File: config.mk
export PLATFORM = sky130hd
export DESIGN_NAME = mbx_port
export DESIGN_NICKNAME = d
export VERILOG_FILES = /design/src/rtl/mbx_pkg.sv /design/src/rtl/mbx_sync.sv /design/src/rtl/mbx_slave_decode.sv /design/src/rtl/mbx_regs.sv /design/src/rtl/mbx_port.sv
export SDC_FILE = /design/constraint.sdc
export NUM_CORES = 1
export LEC_CHECK = 0
export BUFFER_PORTS_ARGS = -buffer_cell sky130_fd_sc_hd__buf_2
export CAP_MARGIN = 5
export CORE_ASPECT_RATIO = 1.25
export CORE_MARGIN = 3
export CORE_UTILIZATION = 49
export CTS_CLUSTER_DIAMETER = 40
export DETAILED_ROUTE_END_ITERATION = 6
export PLACE_DENSITY = 0.88
export SETUP_SLACK_MARGIN = 0.1
export SYNTH_ARGS = -nofsm -noshare
export SYNTH_HDL_FRONTEND = slang
export SYNTH_SLANG_ARGS = --single-unit
File: constraint.sdc
create_clock -name clk -period 1.6 [get_ports clk]
set_input_delay 0 -clock clk [delete_from_list [all_inputs] [get_ports clk]]
set_output_delay 0 -clock clk [all_outputs]
set_load 0.05 [all_outputs]
File: src/rtl/mbx_pkg.sv
package mbx_pkg;

    typedef enum logic {
        SEL_DATA = 1'b0,
        SEL_STAT = 1'b1
    } mbx_sel_e;

    typedef struct packed {
        logic s2m_full;
        logic m2s_full;
    } mbx_flags_t;

    typedef struct packed {
        logic rd_term;
        logic wr_term;
        logic rd_done;
        logic wr_done;
    } slv_evt_t;

    localparam int unsigned STROBE_CNT = 3;
    localparam int unsigned STRB_CS    = 0;
    localparam int unsigned STRB_RD    = 1;
    localparam int unsigned STRB_WR    = 2;

    function automatic logic [1:0] flags_bits(input mbx_flags_t f);
        return {f.s2m_full, f.m2s_full};
    endfunction

endpackage

File: src/rtl/mbx_sync.sv
module mbx_sync #(
    parameter int unsigned WIDTH  = 1,
    parameter int unsigned STAGES = 2,
    parameter logic [WIDTH-1:0] RST_VAL = '0
) (
    input  logic             clk,
    input  logic             rst,
    input  logic [WIDTH-1:0] d,
    output logic [WIDTH-1:0] q
);
    generate
        if (STAGES <= 1) begin : g_single
            logic [WIDTH-1:0] stg;
            always_ff @(posedge clk) begin
                if (rst) stg <= RST_VAL;
                else     stg <= d;
            end
            assign q = stg;
        end else begin : g_chain
            logic [STAGES-1:0][WIDTH-1:0] stg;
            always_ff @(posedge clk) begin
                if (rst) stg <= {STAGES{RST_VAL}};
                else     stg <= {stg[STAGES-2:0], d};
            end
            assign q = stg[STAGES-1];
        end
    endgenerate
endmodule

File: src/rtl/mbx_slave_decode.sv
module mbx_slave_decode
    import mbx_pkg::*;
(
    input  logic                  clk,
    input  logic                  rst,
    input  logic [STROBE_CNT-1:0] strb_n,
    input  logic                  s_addr,
    output slv_evt_t              evt
);
    logic rd_term, wr_term, rd_q, wr_q;
    mbx_sel_e sel_q;

    assign rd_term = !strb_n[STRB_CS] && !strb_n[STRB_RD] && strb_n[STRB_WR];
    assign wr_term = !strb_n[STRB_CS] && !strb_n[STRB_WR];

    always_ff @(posedge clk) begin
        if (rst) begin
            rd_q  <= 1'b0;
            wr_q  <= 1'b0;
            sel_q <= SEL_DATA;
        end else begin
            rd_q <= rd_term;
            wr_q <= wr_term;
            if (rd_term) sel_q <= mbx_sel_e'(s_addr);
        end
    end

    always_comb begin
        evt.rd_term = rd_term;
        evt.wr_term = wr_term;
        evt.rd_done = rd_q && !rd_term && (sel_q == SEL_DATA);
        evt.wr_done = wr_q && !wr_term;
    end
endmodule

File: src/rtl/mbx_regs.sv
module mbx_regs
    import mbx_pkg::*;
#(
    parameter int unsigned DATA_W = 8
) (
    input  logic              clk,
    input  logic              rst,
    input  logic              m_we,
    input  logic              m_re,
    input  logic              m_addr,
    input  logic [DATA_W-1:0] m_wdata,
    input  slv_evt_t          evt,
    input  logic [DATA_W-1:0] port_i,
    output logic [DATA_W-1:0] out_reg,
    output logic [DATA_W-1:0] in_reg,
    output mbx_flags_t        flags
);
    logic m_wr_data, m_rd_data;

    assign m_wr_data = m_we && (mbx_sel_e'(m_addr) == SEL_DATA);
    assign m_rd_data = m_re && (mbx_sel_e'(m_addr) == SEL_DATA);

    always_ff @(posedge clk) begin
        if (rst) begin
            out_reg <= '0;
            in_reg  <= '0;
            flags   <= '0;
        end else begin
            if (m_wr_data)   out_reg <= m_wdata;
            if (evt.wr_done) in_reg  <= port_i;

            if (m_wr_data)        flags.m2s_full <= 1'b1;
            else if (evt.rd_done) flags.m2s_full <= 1'b0;

            if (evt.wr_done)      flags.s2m_full <= 1'b1;
            else if (m_rd_data)   flags.s2m_full <= 1'b0;
        end
    end
endmodule

File: src/rtl/mbx_port.sv
module mbx_port
    import mbx_pkg::*;
#(
    parameter int unsigned DATA_W      = 8,
    parameter int unsigned SYNC_STAGES = 2
) (
    input  logic              clk,
    input  logic              rst,
    input  logic              m_we,
    input  logic              m_re,
    input  logic              m_addr,
    input  logic [DATA_W-1:0] m_wdata,
    output logic [DATA_W-1:0] m_rdata,
    input  logic              s_cs_n,
    input  logic              s_rd_n,
    input  logic              s_wr_n,
    input  logic              s_addr,
    input  logic [DATA_W-1:0] port_i,
    output logic [DATA_W-1:0] port_o,
    output logic              port_oe
);
    localparam int unsigned PAD_W = DATA_W - 2;

    logic [STROBE_CNT-1:0] strb_raw, strb_s;
    slv_evt_t              evt;
    logic [DATA_W-1:0]     out_reg, in_reg, stat_word;
    mbx_flags_t            flags;

    always_comb begin
        strb_raw           = '1;
        strb_raw[STRB_CS]  = s_cs_n;
        strb_raw[STRB_RD]  = s_rd_n;
        strb_raw[STRB_WR]  = s_wr_n;
    end

    mbx_sync #(
        .WIDTH   (STROBE_CNT),
        .STAGES  (SYNC_STAGES),
        .RST_VAL ({STROBE_CNT{1'b1}})
    ) u_sync (
        .clk (clk),
        .rst (rst),
        .d   (strb_raw),
        .q   (strb_s)
    );

    mbx_slave_decode u_dec (
        .clk    (clk),
        .rst    (rst),
        .strb_n (strb_s),
        .s_addr (s_addr),
        .evt    (evt)
    );

    mbx_regs #(.DATA_W(DATA_W)) u_regs (
        .clk     (clk),
        .rst     (rst),
        .m_we    (m_we),
        .m_re    (m_re),
        .m_addr  (m_addr),
        .m_wdata (m_wdata),
        .evt     (evt),
        .port_i  (port_i),
        .out_reg (out_reg),
        .in_reg  (in_reg),
        .flags   (flags)
    );

    assign stat_word = {{PAD_W{1'b0}}, flags_bits(flags)};
    assign m_rdata   = (mbx_sel_e'(m_addr) == SEL_STAT) ? stat_word : in_reg;
    assign port_o    = (mbx_sel_e'(s_addr) == SEL_STAT) ? stat_word : out_reg;
    assign port_oe   = evt.rd_term;
endmodule

==> out/summary.txt <==
Outcome - finished clean
Post-synthesis area per instance - 8.73 sq um
Critical Setup Path Class - reg -> out
Post-synthesis instance area - 1040 sq um
Leading cell types by total area after synthesis - sky130_fd_sc_hd__dfxtp_1 52%, sky130_fd_sc_hd__nand2_1 12%, sky130_fd_sc_hd__a21oi_1 8.7%
DRC marker count from the first detailed-route iteration - 14
FF+latch count, synth - 27
Maximum Capacitance Violations - 0
Fmax - 746 MHz
Die outline width - 47.2 um
Top cell type by total area after synthesis - sky130_fd_sc_hd__dfxtp_1
Distinct cell type count of the synthesized netlist - 21
Part of the Yosys area used for sequential elements - 0.520
Inserted Diodes - 0
Clock buffer count from CTS - 3
Final slew viol count - 0
Gp weighted congestion - 0.685
Largest net degree at the start of global routing - 28
Buffer type at the clock tree root - sky130_fd_sc_hd__clkbuf_4
Layout cell share with drive strength beyond 1 - 0.328
Via count - 995
Number of gates given a new drive strength after cts - 0
Leakage power - 0.639 nW
Via count of the first global-routing pass - 975
Crit path time final - 1.34 ns
Aggregate negative setup slack - 0 ns
Maximum level of the CTS H-tree - 1
Total half-perimeter wirelength after legalization and detailed placement - 1570 um
Global-route usage over all layers - 0.208
Worst min-delay path category - in -> reg
Post-CTS setup-driven buffer insertion count - 0
Sum of overflow across all layers after global routing - 0
Arrival time reported for the critical path endpoint - 1.34 ns
Measured slew at the worst slew-check pin - 0.508 ns
Global-route wire length before repair - 3970 um
# nets final - 203
Final setup violating endpoints - 0
Tot Pwr - 1.16 mW
Starting Density - 0.518
Number of search-and-repair iterations in the first detailed-routing pass - 4
Max-slew headroom at the worst pin - 0.661
Critical R2R Launch - u_sync.q[0]
Chip Height - 57.5 um
Filler cell count - 148
Maximum count of clock buffers along a single path - 2
Clock latency reported for the late side of the worst-skew pair - 0.33 ns
Die Footprint - 2710 sq um
Number of cells on the worst reg-to-reg path - 3
Number of rows in the core area - 18
Number of antenna violations at the first check in global routing - 0
Final cell count without fillers - 197
Worst clock skew - 0.00131 ns
Startpoint of the tightest hold check path - s_addr
Clock transition time at the flip-flop clock pins of the worst setup and hold paths - 0.14 ns
Port Buffers - 41
Routed Antenna Nets - 0
Number of cells on the worst hold path - 3
Cells after Synth - 119
Reg-to-Reg End - u_regs.in_reg[5]
Setup slack of the most critical reg-to-reg path - 0.52 ns
Startpoint class of the critical path - flop
Clock tree from TritonCTS - built
Syn nets - 144
Number of hold violations in the final report - 0
Portion of synthesized cell area occupied by the leading cell type - 0.520
Maximum fanout encountered on the critical timing path - 4
Power density cells - 794 nW/um^2
Endpoint class of the critical path - primary output
Num Clock Sinks - 27
Count of warnings emitted by yosys - 0
Endpoint, Worst Hold - u_dec.sel_q
Core area - 2000 sq um
DRC violations left - 0
Wire per inst - 13.2 um
Final critical-path share of the clock period - 0.838
Post-synthesis to final-layout area growth - 40.8%
Number of placed I/O pins - 42
Via count normalized by instance count - 5.05
Placed Instances - 173
Crit path required time - 1.60 ns
Routed wire length - 2610 um
Max IR drop VDD - 0.681 mV
Unrepaired setup endpoints after global routing - no
## how the worst max path moves through the flow
stage             endpoint  slack, ns  depth (start not counted)         from
2_1_floorplan  u_dec.sel_q       0.25                          3  u_sync.q[2]
3_3_place_gp   u_dec.sel_q       0.63                          3  u_sync.q[2]
3_5_place_dp   u_dec.sel_q       0.56                          3  u_sync.q[2]
4_1_cts            port_oe       0.27                          2  u_sync.q[2]
5_1_grt            port_oe       0.20                          2  u_sync.q[2]
6_report           port_oe       0.26                          2  u_sync.q[2]
## cell usage after synthesis
cell and count:
sky130_fd_sc_hd__a21oi_1 18, sky130_fd_sc_hd__buf_1 1, sky130_fd_sc_hd__buf_2 1, sky130_fd_sc_hd__buf_4 2, sky130_fd_sc_hd__clkbuf_1 2, sky130_fd_sc_hd__clkbuf_2 1, sky130_fd_sc_hd__dfxtp_1 27, sky130_fd_sc_hd__inv_1 1
sky130_fd_sc_hd__mux2_2 4, sky130_fd_sc_hd__mux2i_1 1, sky130_fd_sc_hd__nand2_1 32, sky130_fd_sc_hd__nand2b_1 2, sky130_fd_sc_hd__nor2_1 1, sky130_fd_sc_hd__nor2b_1 14, sky130_fd_sc_hd__nor3_1 1, sky130_fd_sc_hd__nor3b_4 1
sky130_fd_sc_hd__o21a_2 1, sky130_fd_sc_hd__o21ai_0 1, sky130_fd_sc_hd__o21ai_1 1, sky130_fd_sc_hd__o21ai_2 1, sky130_fd_sc_hd__or2_2 6
## through the flow
stage	hold WS [ns]	area (sq um)	setup slack, ns	utilization
detailed placement	0.188	1230	0.561	0.615
global placement	0.184	1230	0.627	0.615
finish	0.0585	1460	0.259	0.730
CTS	0.0632	1460	0.265	0.730
floorplan	0.104	1040	0.252	-
global route	0.0604	1460	0.196	0.730
## critical path: stages (launching register included)
cell and delay (ns):
sky130_fd_sc_hd__dfxtp_1 0.41, sky130_fd_sc_hd__nor3b_4 0.28, sky130_fd_sc_hd__buf_2 0.32
## cells by family after synthesis
kind of cell / share of synthesized area
flops: 0.520
simple gates: 0.275
compound gates: 0.113
mux: 0.0530
buf+inv: 0.0385
## repair_timing
action | in CTS | in global routing
hold buffers | 20 | 0
endpoints found under the setup margin | 0 | 0
endpoints found under the hold margin | 20 | 0
## final cells by class
cell class	instances	area [sq um]	area share
multi-input combinational	84	458	0.313
tap	20	25.0	0.0171
inverter	1	3.75	0.00257
timing repair buffer	61	405	0.277
clock inverter	1	7.51	0.00513
sequential	27	541	0.370
clock buffer	3	22.5	0.0154
## metal layers
| metal | track usage | up-vias | wire length, um | part of all wire |
|---|---|---|---|---|
| li1 | - | 499 | - | - |
| met1 | 0.204 | 455 | 975 | 0.37 |
| met2 | 0.363 | 30 | 1410 | 0.54 |
| met3 | 0.0379 | 11 | 110 | 0.042 |
| met4 | 0.150 | 0 | 109 | 0.042 |
| met5 | 0 | - | 0 | 0 |
## placed cells by master (no fill, tap or decap)
| cell type | Yosys | layout |
|---|---|---|
| sky130_fd_sc_hd__nand2b_1 | 2 | 2 |
| sky130_fd_sc_hd__nand2_1 | 32 | 32 |
| sky130_fd_sc_hd__clkbuf_4 | 0 | 3 |
| sky130_fd_sc_hd__nor2b_1 | 14 | 14 |
| sky130_fd_sc_hd__mux2i_1 | 1 | 1 |
| sky130_fd_sc_hd__dlygate4sd3_1 | 0 | 20 |
| sky130_fd_sc_hd__mux2_2 | 4 | 4 |
| sky130_fd_sc_hd__o21ai_0 | 1 | 1 |
| sky130_fd_sc_hd__nor3_1 | 1 | 1 |
| sky130_fd_sc_hd__o21ai_1 | 1 | 1 |
| sky130_fd_sc_hd__nor3b_4 | 1 | 1 |
| sky130_fd_sc_hd__dfxtp_1 | 27 | 27 |
| sky130_fd_sc_hd__buf_2 | 1 | 41 |
| sky130_fd_sc_hd__a21oi_1 | 18 | 18 |
| sky130_fd_sc_hd__inv_1 | 1 | 1 |
| sky130_fd_sc_hd__nor2_1 | 1 | 1 |
| sky130_fd_sc_hd__o21ai_2 | 1 | 1 |
| sky130_fd_sc_hd__clkinvlp_4 | 0 | 1 |
| sky130_fd_sc_hd__o21a_2 | 1 | 1 |
| sky130_fd_sc_hd__or2_2 | 6 | 6 |
## where the power goes
part           internal, mW  leakage [nW]  switching (mW)  total [mW]
logic                0.0796         0.404          0.0851       0.165
clock network        0.0959        0.0139           0.199       0.295
registers             0.692         0.220          0.0100       0.702
total                 0.867         0.639           0.294        1.16
Power figures use the tool's default switching activity.
